`config.mk`:
```
export PLATFORM = sky130hd
export DESIGN_NAME = rst_sequencer
export DESIGN_NICKNAME = d
export VERILOG_FILES = /design/src/rtl/rst_sequencer_pkg.sv /design/src/rtl/rst_sequencer_ctrl.sv /design/src/rtl/rst_sequencer_datapath.sv /design/src/rtl/rst_sequencer.sv
export SDC_FILE = /design/constraint.sdc
export NUM_CORES = 1
export LEC_CHECK = 0
export ABC_AREA = 1
export BUFFER_PORTS_ARGS = -buffer_cell sky130_fd_sc_hd__buf_4
export CELL_PAD_IN_SITES_DETAIL_PLACEMENT = 1
export CELL_PAD_IN_SITES_GLOBAL_PLACEMENT = 1
export CORE_AREA = 2 2 78 80
export DETAILED_ROUTE_END_ITERATION = 16
export DIE_AREA = 0 0 80 82
export PLACE_DENSITY = 0.82
export SYNTH_ARGS = -nofsm -noshare
export SYNTH_HDL_FRONTEND = slang
export SYNTH_SLANG_ARGS = --single-unit
```
`constraint.sdc`:
```
create_clock -name clk -period 1.4 [get_ports clk]
set_clock_uncertainty 0.05 [all_clocks]
set_input_delay 0 -clock clk [delete_from_list [all_inputs] [get_ports clk]]
set_output_delay 0 -clock clk [all_outputs]
set_load 0.02 [all_outputs]
```
`src/rtl/rst_sequencer_pkg.sv`:
```
package rst_sequencer_pkg;

  localparam int NUM_DOMAINS = 3;
  localparam int DOM_CORE    = 0;
  localparam int DOM_AUX     = 1;
  localparam int DOM_MEM     = 2;
  localparam int CMD_W       = 5;

  typedef enum logic [1:0] {
    SEQ_IDLE = 2'd0,
    SEQ_HOLD = 2'd1,
    SEQ_WAIT = 2'd2,
    SEQ_OFF  = 2'd3
  } seqState_t;

  // Strobes from control to datapath, valid for one cycle each
  typedef struct packed {
    logic                   startHold;
    logic                   startWait;
    logic                   releaseAll;
    logic                   fireReinit;
    logic                   fireSleep;
    logic                   firePowerOff;
    logic                   fireLegacyClr;
    logic [NUM_DOMAINS-1:0] assertMask;
  } seqStrobes_t;

  // Domains selected by the reset bits (bits 3:1 of the action field)
  function automatic logic [NUM_DOMAINS-1:0] domainsFor(input logic [3:0] act,
                                                        input logic legacy);
    logic [NUM_DOMAINS-1:0] sel;
    sel           = '0;
    sel[DOM_CORE] = act[1];
    sel[DOM_AUX]  = act[1] | act[2];
    sel[DOM_MEM]  = act[1] | act[3] | (act[2] & legacy);
    return sel;
  endfunction

endpackage

```
`src/rtl/rst_sequencer_ctrl.sv`:
```
module rst_sequencer_ctrl
  import rst_sequencer_pkg::*;
(
  input  logic             clk,
  input  logic             rstN,
  input  logic             cmdValid,
  input  logic [CMD_W-1:0] cmd,
  input  logic             legacyMode,
  input  logic             timerDone,
  output seqStrobes_t      strobes,
  output logic             busy
);

  seqState_t state, stateNext;
  logic      accept;
  logic      anyReset;
  logic [3:0] actField;

  // Action field: the low four bits of the command
  assign actField = cmd[3:0] & 4'hF;
  assign anyReset = |actField[3:1];
  assign accept   = cmdValid && (state == SEQ_IDLE);

  always_comb begin
    stateNext = state;
    strobes   = '0;
    unique case (state)
      SEQ_IDLE: begin
        if (accept) begin
          strobes.fireSleep = cmd[4];
          if (actField[0]) begin
            // Power off wins over every reset bit
            strobes.firePowerOff = 1'b1;
            stateNext            = SEQ_OFF;
          end else if (anyReset) begin
            strobes.startHold     = 1'b1;
            strobes.assertMask    = domainsFor(actField, legacyMode);
            strobes.fireLegacyClr = actField[2];
            stateNext             = SEQ_HOLD;
          end
        end
      end
      SEQ_HOLD: begin
        if (timerDone) begin
          strobes.releaseAll = 1'b1;
          strobes.startWait  = 1'b1;
          stateNext          = SEQ_WAIT;
        end
      end
      SEQ_WAIT: begin
        if (timerDone) begin
          strobes.fireReinit = 1'b1;
          stateNext          = SEQ_IDLE;
        end
      end
      SEQ_OFF: stateNext = SEQ_OFF;
      default: stateNext = SEQ_IDLE;
    endcase
  end

  always_ff @(posedge clk or negedge rstN) begin
    if (!rstN) state <= SEQ_IDLE;
    else       state <= stateNext;
  end

  assign busy = (state == SEQ_HOLD) || (state == SEQ_WAIT);

endmodule

```
`src/rtl/rst_sequencer_datapath.sv`:
```
module rst_sequencer_datapath
  import rst_sequencer_pkg::*;
#(
  parameter int CLKS_PER_MS = 200000,
  parameter int HOLD_MS     = 5,
  parameter int REINIT_MS   = 100
) (
  input  logic                   clk,
  input  logic                   rstN,
  input  seqStrobes_t            strobes,
  output logic                   timerDone,
  output logic [NUM_DOMAINS-1:0] domainOn,
  output logic                   powerOffReq,
  output logic                   reinitStrobe,
  output logic                   sleepNotify,
  output logic                   legacyClr
);

  localparam int TICK_W = (CLKS_PER_MS > 1) ? $clog2(CLKS_PER_MS) : 1;
  localparam int MS_MAX = (HOLD_MS > REINIT_MS) ? HOLD_MS : REINIT_MS;
  localparam int MS_W   = (MS_MAX > 1) ? $clog2(MS_MAX + 1) : 1;
  localparam logic [TICK_W-1:0] TICK_LAST   = TICK_W'(CLKS_PER_MS - 1);
  localparam logic [MS_W-1:0]   HOLD_LAST   = MS_W'(HOLD_MS - 1);
  localparam logic [MS_W-1:0]   REINIT_LAST = MS_W'(REINIT_MS - 1);

  logic [TICK_W-1:0] tickCnt;
  logic [MS_W-1:0]   msCnt;
  logic [MS_W-1:0]   msLast;
  logic              timerRun;
  logic              tickWrap;

  assign tickWrap  = (tickCnt == TICK_LAST);
  assign timerDone = timerRun && tickWrap && (msCnt == msLast);

  // Millisecond prescaler plus millisecond counter
  always_ff @(posedge clk or negedge rstN) begin
    if (!rstN) begin
      tickCnt  <= '0;
      msCnt    <= '0;
      msLast   <= '0;
      timerRun <= 1'b0;
    end else if (strobes.startHold || strobes.startWait) begin
      tickCnt  <= '0;
      msCnt    <= '0;
      msLast   <= strobes.startHold ? HOLD_LAST : REINIT_LAST;
      timerRun <= 1'b1;
    end else if (timerRun) begin
      if (tickWrap) begin
        tickCnt <= '0;
        if (msCnt == msLast) timerRun <= 1'b0;
        else                 msCnt    <= msCnt + 1'b1;
      end else begin
        tickCnt <= tickCnt + 1'b1;
      end
    end
  end

  // One hold register per reset domain
  for (genvar d = 0; d < NUM_DOMAINS; d++) begin : g_domain
    always_ff @(posedge clk or negedge rstN) begin
      if (!rstN)                   domainOn[d] <= 1'b0;
      else if (strobes.releaseAll) domainOn[d] <= 1'b0;
      else if (strobes.startHold)  domainOn[d] <= strobes.assertMask[d];
    end
  end

  always_ff @(posedge clk or negedge rstN) begin
    if (!rstN) begin
      powerOffReq  <= 1'b0;
      reinitStrobe <= 1'b0;
      sleepNotify  <= 1'b0;
      legacyClr    <= 1'b0;
    end else begin
      if (strobes.firePowerOff) powerOffReq <= 1'b1;
      reinitStrobe <= strobes.fireReinit;
      sleepNotify  <= strobes.fireSleep;
      legacyClr    <= strobes.fireLegacyClr;
    end
  end

endmodule

```
`src/rtl/rst_sequencer.sv`:
```
module rst_sequencer
  import rst_sequencer_pkg::*;
#(
  parameter int CLKS_PER_MS = 200000,
  parameter int HOLD_MS     = 5,
  parameter int REINIT_MS   = 100
) (
  input  logic             clk,
  input  logic             rstN,
  input  logic             cmdValid,
  input  logic [CMD_W-1:0] cmd,
  input  logic             legacyMode,
  output logic             coreRstN,
  output logic             auxRstN,
  output logic             memRstN,
  output logic             powerOffReq,
  output logic             busy,
  output logic             reinitStrobe,
  output logic             sleepNotify,
  output logic             legacyClr
);

  seqStrobes_t            strobes;
  logic                   timerDone;
  logic [NUM_DOMAINS-1:0] domainOn;

  rst_sequencer_ctrl u_ctrl (
    .clk       (clk),
    .rstN      (rstN),
    .cmdValid  (cmdValid),
    .cmd       (cmd),
    .legacyMode(legacyMode),
    .timerDone (timerDone),
    .strobes   (strobes),
    .busy      (busy)
  );

  rst_sequencer_datapath #(
    .CLKS_PER_MS(CLKS_PER_MS),
    .HOLD_MS    (HOLD_MS),
    .REINIT_MS  (REINIT_MS)
  ) u_dp (
    .clk         (clk),
    .rstN        (rstN),
    .strobes     (strobes),
    .timerDone   (timerDone),
    .domainOn    (domainOn),
    .powerOffReq (powerOffReq),
    .reinitStrobe(reinitStrobe),
    .sleepNotify (sleepNotify),
    .legacyClr   (legacyClr)
  );

  assign coreRstN = ~domainOn[DOM_CORE];
  assign auxRstN  = ~domainOn[DOM_AUX];
  assign memRstN  = ~domainOn[DOM_MEM];

endmodule

```
Word level (Yosys, flattened, before mapping)
Index checks and enable logic that the tools add are counted.

Flip-flop bits (word level): 42. Logic and storage cells: 80. Output and inout port bits: 8. Input bits: 9.

Eq/ne operators: 10. Reduce and logical (&&, ||, !) cells: 12. Bitwise logic cells: 7. Add/subtract/negate cells: 2. Multiplexer cells: 37.

Operators with widths (count): 18-bit 2-to-1 mux (3); 7-bit 2-to-1 mux (5); 18-bit by 1-bit adder with 18-bit output, second input constant (1); 18-bit == test, second input constant (1); 1-bit 2-to-1 mux (17); 2-bit 2-to-1 mux (7); 6-bit 2-to-1 mux (2); 4-bit 2-to-1 mux (2); 2-bit one-hot mux with 4 select lines (1); 7-bit by 1-bit adder with 7-bit output, second input constant (1); 7-bit == test (1); 2-bit inequality test, second input constant (3); 2-bit nonzero test (3); 2-bit == test, second input constant (2); 4-bit AND reduction (1); 1-bit logical AND (3); 3-bit by 2-bit inequality test with 1-bit output, second input constant (1); 1-bit NOT (3); 1-bit OR (3); 3-bit AND reduction (1); 3-bit OR reduction (1); 2-bit by 1-bit == test with 1-bit output, second input constant (1); 2-bit logical NOT (1); 1-bit logical OR (2); other kinds (2) (2).

Longest topological paths before layout
Gate-level depths: netlist of run 1.

Depth after elaboration: 8. Gate-level depth with buffers: 11. Gate-level depth less buffers: 11.

Hierarchy
A second synthesis of run 1 with hierarchy kept.

Cells, all modules: 310. Area, all modules: 2274.7 sq um.

Modules (own cells, without submodules): rst_sequencer_datapath (cells each 258, sequential area each 875.8 sq um, area each 1975.6 sq um, times used 1); rst_sequencer_ctrl (cells each 49, sequential area each 50.0 sq um, area each 287.8 sq um, times used 1); rst_sequencer (cells each 3, sequential area each 0.0 sq um, area each 11.3 sq um, times used 1).

Least setup slack after synthesis of run 1
OpenSTA, ideal clock, no wires.

Path type: reg-to-reg. Start: register u_dp.tickCnt[0]. End: register u_dp.tickCnt[3]. Cell stages (with the launch flop): 10. Path buffers: 1. Period minus slack after synthesis: 1.572 ns. Library setup time: 0.125 ns. Required time: 1.225 ns. Data arrival time: 1.397 ns. Slack: -0.172 ns. Cells stage by stage: dfrtp_1 > ha_1 > nand3_1 > inv_1 > nand4_2 > nor2_2 > nand2_2 > nand2_2 > buf_6 > nor3_1.

Word-level cells in the longest chain between the ends: 7. Elaborated cells between the ends (all ways): 11. Classes of those cells: add/sub (1); eq/ne (1); mux (5); reduce/logical (4).

RTL lines: start: declaration (line rst_sequencer_datapath.sv:26) `logic [TICK_W-1:0] tickCnt;`; start signal: assignment (line rst_sequencer_datapath.sv:53) `tickCnt <= tickCnt + 1'b1;`; branches (longest 7 deep; another with 18-bit by 1-bit adder with 18-bit output).

Several ways; the timed one is not identified. The select of a mux whose other input is x is not followed. A chain may end at the register's enable or synchronous reset.

Worst setup path in the final report of run 1
Start: register u_dp.msLast[2]. End: register u_dp.msCnt[2].

Word-level cells in the longest chain between the ends: 7. Elaborated cells between the ends (all ways): 10. Classes of those cells: eq/ne (2); mux (3); reduce/logical (5).

RTL lines: start: declaration (line rst_sequencer_datapath.sv:28) `logic [MS_W-1:0] msLast;`; start signal: assignment (line rst_sequencer_datapath.sv:45) `msLast <= strobes.startHold ? HOLD_LAST : REINIT_LAST;`; 7-bit == test * (line rst_sequencer_datapath.sv:33, rst_sequencer_datapath.sv:50); 1-bit logical AND (line rst_sequencer_datapath.sv:33) `assign timerDone = timerRun && tickWrap && (msCnt == msLast);`; 2-bit 2-to-1 mux (line rst_sequencer_ctrl.sv:44) `if (timerDone) begin`; 2-bit 2-to-1 mux (line rst_sequencer_ctrl.sv:27) `unique case (state)`; 1-bit logical OR (line rst_sequencer_datapath.sv:42) `end else if (strobes.startHold || strobes.startWait) begin`; 2-bit inequality test (no line) / 2-bit nonzero test (equally long branches); 3-bit AND reduction (no line); end signal: assignment (line rst_sequencer_datapath.sv:51) `else msCnt <= msCnt + 1'b1;`; end: declaration (line rst_sequencer_datapath.sv:27) `logic [MS_W-1:0] msCnt;`.

Mark *: on every way between the ends. The rest lies on a longest branch, timed or not.

==> impl_metrics.env, run 1 <==
export IMPL_netlist_area_um2=2180
export IMPL_grt_max_degree=38
export IMPL_drc=0
export IMPL_period_minus_slack_ps=1860
export IMPL_die_w_um=80
export IMPL_yosysMostFrequentCell="nand2_1"
export IMPL_dp_hpwl_um=5010
export IMPL_viasPerCell=5.13
export IMPL_die_area_um2=6560
export IMPL_ys_warn_count=0
export IMPL_rows=28
export IMPL_synth_top_cells_by_count="nand2_1 (78), nor2_1 (48), dfrtp_1 (37)"
export IMPL_htree_levels=2
export IMPL_critPathRequiredTime_ps=1530
export IMPL_synth_area_leaders="dfrtp_1 (42%), nand2_1 (13%), nor2_1 (8.3%), inv_1 (6.2%), nand3_1 (5.5%)"
export IMPL_p_switching_w=0.00158
export IMPL_clkLatencyLatePin_ps=300
export IMPL_yosysTopAreaCell="dfrtp_1"
export IMPL_worst_slack_ps=-464
export IMPL_grt_overflow=0
export IMPL_start_kind="flop"
export IMPL_critPathKind="flop to flop"
export IMPL_grt_pass1_vias=2712
export IMPL_insertedDiodeCount=0
export IMPL_critical_path_max_stage_delay_ps=460
export IMPL_antenna_left=0
export IMPL_cts_sinks=37
export IMPL_synth_ff_type="dfrtp_1"
export IMPL_fmax_mhz=537
export IMPL_gp_congestion=0.819
export IMPL_ir_drop_mv=0.949
export IMPL_hold_violations=0
export IMPL_start_util_pct=38.0
export IMPL_grt_usage_pct=26.3
export IMPL_slew_headroom_pct=65.8
export IMPL_wl_per_cell_um=18.5
export IMPL_drtIter0Drc=82
export IMPL_ys_ff_latch=37
export IMPL_dr_total_vias=2410
export IMPL_cts_path_max_buffers=2
export IMPL_drv_cap=0
export IMPL_slew_viol_final=0
export IMPL_synthCells=297
export IMPL_p_per_area_nw_per_um2=1260
export IMPL_intPower_w=0.00264
export IMPL_tightest_slew_ps=513
export IMPL_power_sequential_fraction_pct=33.5
export IMPL_crit_fanout=7
export IMPL_cts_root_buffer="clkbuf_8"
export IMPL_antenna_found_initial=0
export IMPL_cts_clk_slew_worst_paths_ps=90
export IMPL_cp_buffers_inverters=2
export IMPL_grt_pass1_wl_um=12900
export IMPL_synth_edf_count=0
export IMPL_syn_to_final_growth_pct=53.8
export IMPL_end_kind="flop"
export IMPL_synth_top_cell_area_share_pct=42.4
export IMPL_finalCritPeriodShare_pct=133
export IMPL_worstHoldPathType="input pin to asynchronous set/reset pin"
export IMPL_leakagePower_nw=1.61
export IMPL_cts_buffers=5
export IMPL_core_um2=5750
export IMPL_outcome="finished with violations"
export IMPL_drt_wl_total_um=8710
export IMPL_die_y_um=82
export IMPL_portBuffers=16
export IMPL_async_reset_ff_share_pct=100
export IMPL_cpMostUsedCell="nand2_1"
export IMPL_syn_num_nets=313
export IMPL_fin_setup_tns_ps=-10490
export IMPL_yosysSeqAreaShare_pct=42.4
export IMPL_rsz0062_at_grt="yes"
export IMPL_synth_avg_cell_area_um2=7.35
export IMPL_setup_viol=34
export IMPL_cts_tree="done"
export IMPL_cp_top_family="simple AND/OR/NAND/NOR gates"
export IMPL_arrival_ps=2000
export IMPL_drt_pass1_iterations=4
export IMPL_cp_slowest_cell="dfrtp_1"
export IMPL_critical_path_cell_chain="nand2_1 -> nand2_1 -> nor2_1 -> nand2_1 -> nor2_4 -> buf_4 -> nor2_4 -> buf_4 -> a21oi_1 -> nor2_1"
export IMPL_p_clk_share_pct=24.4
export IMPL_switching_share_pct=37.4
export IMPL_whs_ps=158
export IMPL_io_pins=17
export IMPL_fin_nets=410
export IMPL_drive_gt1_share_pct=39.5
export IMPL_yosysUniqueCellTypes=28
export IMPL_comb_power_share_pct=42.0
export IMPL_failed_checks="negative setup slack"
stage by stage:
stage / util [%] / cell area (um2) / std cells / power, W / worst slack, ps
6_report: 58.4 / 3360 / 470 / 0.00422 / -464
5_1_grt: 58.4 / 3360 / 470 / 0.00443 / -531
4_1_cts: 55.1 / 3160 / 465 / 0.00397 / -272
3_5_place_dp: 50.3 / 2890 / 447 / 0.00290 / -357
3_3_place_gp: 50.3 / 2890 / 447 / 0.00277 / -241
2_1_floorplan: - / 2230 / 297 / 0.00215 / -131
sequential cells by signal (all words and copies together), names as in the netlist:
| name | count |
|---|---|
| u_dp.domainOn | 3 |
| u_dp.timerRun | 1 |
| u_dp.tickCnt | 18 |
| u_dp.powerOffReq | 1 |
| u_dp.reinitStrobe | 1 |
| u_dp.sleepNotify | 1 |
| u_dp.msCnt | 7 |
| u_dp.legacyClr | 1 |
| u_dp.msLast | 2 |
| u_ctrl.state | 2 |
path summary, 6_finish.rpt:
path                             startpoint          endpoint  slack (ps)  depth (start not counted)
max                          u_dp.msLast[2]     u_dp.msCnt[2]        -460                         10
max in group asynchronous              rstN   u_dp.tickCnt[2]         770                          2
min in group clk                     cmd[4]  u_dp.sleepNotify         450                          4
min reg2reg                u_dp.powerOffReq  u_dp.powerOffReq         490                          1
min                                    rstN  u_dp.tickCnt[16]         160                          2
max reg2reg                  u_dp.msLast[2]     u_dp.msCnt[2]        -460                         10
repair_timing:
item | 4_1_cts | 5_1_grt
pin swaps | 9 | 13
hold buffers | 8 | 0
resized for setup | 22 | 36
gates cloned | 0 | 1
buffers inserted | 2 | 5
endpoints found under the setup margin | 34 | 35
hold endpoints to repair | 42 | 0
cell type report:
cell class,instances,area (um2)
multi-input cells,220,1300
repair buffers,94,771
fillers,712,2390
clock buffers,6,82.6
well taps,75,93.8
clock inverters,2,37.5
inverters,36,143
flip-flops and latches,37,927
cell usage in the layout, fill, tap and decap left out, drive strengths merged:
master / instances
a31o: 1
nand3: 25
dfrtp: 37
clkbuf: 7
inv: 36
nand2: 81
dlygate4sd3: 8
bufinv: 1
nand4: 4
xor2: 4
o21ai: 9
nor2: 58
o211ai: 1
and3: 1
o31ai: 1
o21a: 1
clkinvlp: 1
xnor2: 3
a21oi: 12
buf: 85
nor3: 11
a22oi: 1
ha: 7
per-layer routing:
layer	up-vias	track usage (%)	routed length (um)
met3	32	4.29	182
li1	1131	-	-
met1	1200	26.7	3270
met4	0	13.2	438
met2	47	51.4	4810
met5	-	0	0
power by group through the flow:
| stage | clock network, W | logic [W] | registers [W] |
|---|---|---|---|
| 4_1_cts | 0.00102 | 0.00155 | 0.00140 |
| 5_1_grt | 0.00107 | 0.00193 | 0.00143 |
| 3_5_place_dp | 0 | 0.00150 | 0.00140 |
| 2_1_floorplan | 0 | 0.000733 | 0.00141 |
| 3_3_place_gp | 0 | 0.00139 | 0.00139 |
| 6_report | 0.00103 | 0.00177 | 0.00141 |
kinds of logic (layout without fill, tap and decap cells):
logic type	Yosys count	count (layout)	share of synthesized area, %
flops	37	37	42.4
fa+ha+maj	7	7	4.01
compound gates	26	26	6.77
xor+xnor	7	7	2.81
simple gates	180	180	36.3
buf+inv	40	138	7.68
Note: power is estimated with default switching activity, not from simulation.
==> inputs of run 2 (changes only) <==
--- a/config.mk
+++ b/config.mk
@@ -13,6 +13,7 @@
 export DETAILED_ROUTE_END_ITERATION = 16
 export DIE_AREA = 0 0 80 82
 export PLACE_DENSITY = 0.82
+export RECOVER_POWER = 25
 export SYNTH_ARGS = -nofsm -noshare
 export SYNTH_HDL_FRONTEND = slang
 export SYNTH_SLANG_ARGS = --single-unit
==> impl_metrics.env, run 2 (synthesis results as in run 1) <==
export IMPL_ir_drop_mv=0.948
export IMPL_drt_wl_total_um=8710
export IMPL_wl_per_cell_um=18.5
export IMPL_rrSetupSlack_ps=-460
export IMPL_drv_cap=0
export IMPL_rsz0062_at_grt="yes"
export IMPL_start_kind="flop"
export IMPL_cts_sinks=37
export IMPL_finalCritPeriodShare_pct=133
export IMPL_worstHoldPathType="input pin to asynchronous set/reset pin"
export IMPL_drc=0
export IMPL_drtIter0Drc=82
export IMPL_cts_tree="done"
export IMPL_period_minus_slack_ps=1860
export IMPL_htree_levels=2
export IMPL_outcome="finished with violations"
export IMPL_critPathKind="flop to flop"
export IMPL_crit_fanout=7
export IMPL_tightest_slew_ps=997
export IMPL_leakagePower_nw=1.61
export IMPL_end_kind="flop"
export IMPL_cts_path_max_buffers=2
export IMPL_p_per_area_nw_per_um2=1260
export IMPL_die_w_um=80
export IMPL_worst_slack_ps=-464
export IMPL_critPathRequiredTime_ps=1530
export IMPL_cts_buffers=5
export IMPL_grt_usage_pct=26.3
export IMPL_gp_congestion=0.819
export IMPL_whs_ps=345
export IMPL_cts_root_buffer="clkbuf_8"
export IMPL_antenna_found_initial=0
export IMPL_slew_viol_final=0
export IMPL_grt_pass1_vias=2712
export IMPL_cts_clk_slew_worst_paths_ps=90
export IMPL_drt_pass1_iterations=4
export IMPL_fin_nets=410
export IMPL_viasPerCell=5.13
export IMPL_largest_reg_flops=18
export IMPL_dp_hpwl_um=5010
export IMPL_dr_total_vias=2411
export IMPL_rows=28
export IMPL_antenna_left=0
export IMPL_failed_checks="negative setup slack"
export IMPL_syn_to_final_growth_pct=53.7
export IMPL_layout_common_cells="buf_4 (79), nand2_1 (69), nor2_1 (36), dfrtp_1 (36), inv_1 (29)"
export IMPL_portBuffers=16
export IMPL_grt_max_degree=38
export IMPL_nFillCells=713
export IMPL_die_area_um2=6560
export IMPL_hold_violations=0
export IMPL_start_util_pct=38.0
export IMPL_fmax_mhz=537
export IMPL_grt_overflow=0
export IMPL_setup_viol=34
export IMPL_drive_gt1_share_pct=39.5
export IMPL_clkLatencyLatePin_ps=300
export IMPL_post_route_util_pct=58.4
export IMPL_top_regs="u_dp.tickCnt: 18 flops, u_dp.msCnt: 7 flops, u_dp.domainOn: 3 flops"
export IMPL_regMostFlops="u_dp.tickCnt"
export IMPL_die_y_um=82
export IMPL_layout_commonest_cell="buf_4"
export IMPL_core_um2=5750
export IMPL_io_pins=17
export IMPL_grt_pass1_wl_um=12900
export IMPL_slew_headroom_pct=33.5
export IMPL_insertedDiodeCount=0
export IMPL_arrival_ps=2000
[run 2: cell types whose count changed in the layout (fill, tap and decap cells not counted)]
| cell | previous run | this run |
|---|---|---|
| buf_4 | 80 | 79 |
| clkbuf_2 | 0 | 1 |
[run 2: per-stage QoR]
stage / cells / power [W] / area [um2] / setup slack [ps] / TNS, ps
floorplan: 297 / 0.00215 / 2230 / -131 / -3240
global placement: 447 / 0.00277 / 2890 / -241 / -7150
detailed placement: 447 / 0.00290 / 2890 / -357 / -10950
CTS: 465 / 0.00397 / 3160 / -272 / -7940
global route: 470 / 0.00443 / 3350 / -531 / -13120
finish: 470 / 0.00421 / 3350 / -464 / -10490
[run 2: layout make-up]
type | count | area (um2) | share of cell area (%)
clock buffers | 6 | 82.6 | 2.46
clock inverters | 2 | 37.5 | 1.12
inverters | 36 | 143 | 4.25
multi-input cells | 220 | 1300 | 38.8
flip-flops and latches | 37 | 927 | 27.6
well taps | 75 | 93.8 | 2.80
repair buffers | 94 | 768 | 22.9
[run 2: path summary, 6_finish.rpt]
| kind | start | endpoint | cells after the start |
|---|---|---|---|
| worst max register to register | u_dp.msLast[2] | u_dp.msCnt[2] | 10 |
| worst min register to register | u_dp.powerOffReq | u_dp.powerOffReq | 1 |
| min in group clk | cmd[4] | u_dp.sleepNotify | 4 |
| max in group asynchronous | rstN | u_dp.tickCnt[2] | 2 |
| worst min-delay path | rstN | u_dp.tickCnt[16] | 2 |
| worst max-delay path | u_dp.msLast[2] | u_dp.msCnt[2] | 10 |
[run 2: layer usage]
layer,up-vias,global-route usage [%],wire length (um)
li1,1131,-,-
met1,1201,26.7,3270
met2,47,51.4,4810
met3,32,4.29,182
met4,0,13.2,438
met5,-,0,0
[run 2: timing repair]
| action | CTS | global route |
|---|---|---|
| hold endpoints to repair | 42 | 0 |
| pin swaps | 9 | 13 |
| hold buffers | 8 | 0 |
| setup buffers | 2 | 5 |
| cloned | 0 | 1 |
| resized for setup | 22 | 36 |
| endpoints found under the setup margin | 34 | 35 |
[run 2: worst max-delay path: stages (launching register included)]
cell and delay [ps]:
dfrtp_1 460, nand2_1 100, nand2_1 50, nor2_1 170
nand2_1 130, nor2_4 140, buf_4 160, nor2_4 70
buf_4 130, a21oi_1 190, nor2_1 90
[run 2: power by group]
group | switching (W) | total, W | internal [W]
combinational | 0.000956 | 0.00177 | 0.000815
clock | 0.000450 | 0.00103 | 0.000580
sequential | 0.000170 | 0.00141 | 0.00124
total | 0.00158 | 0.00421 | 0.00264
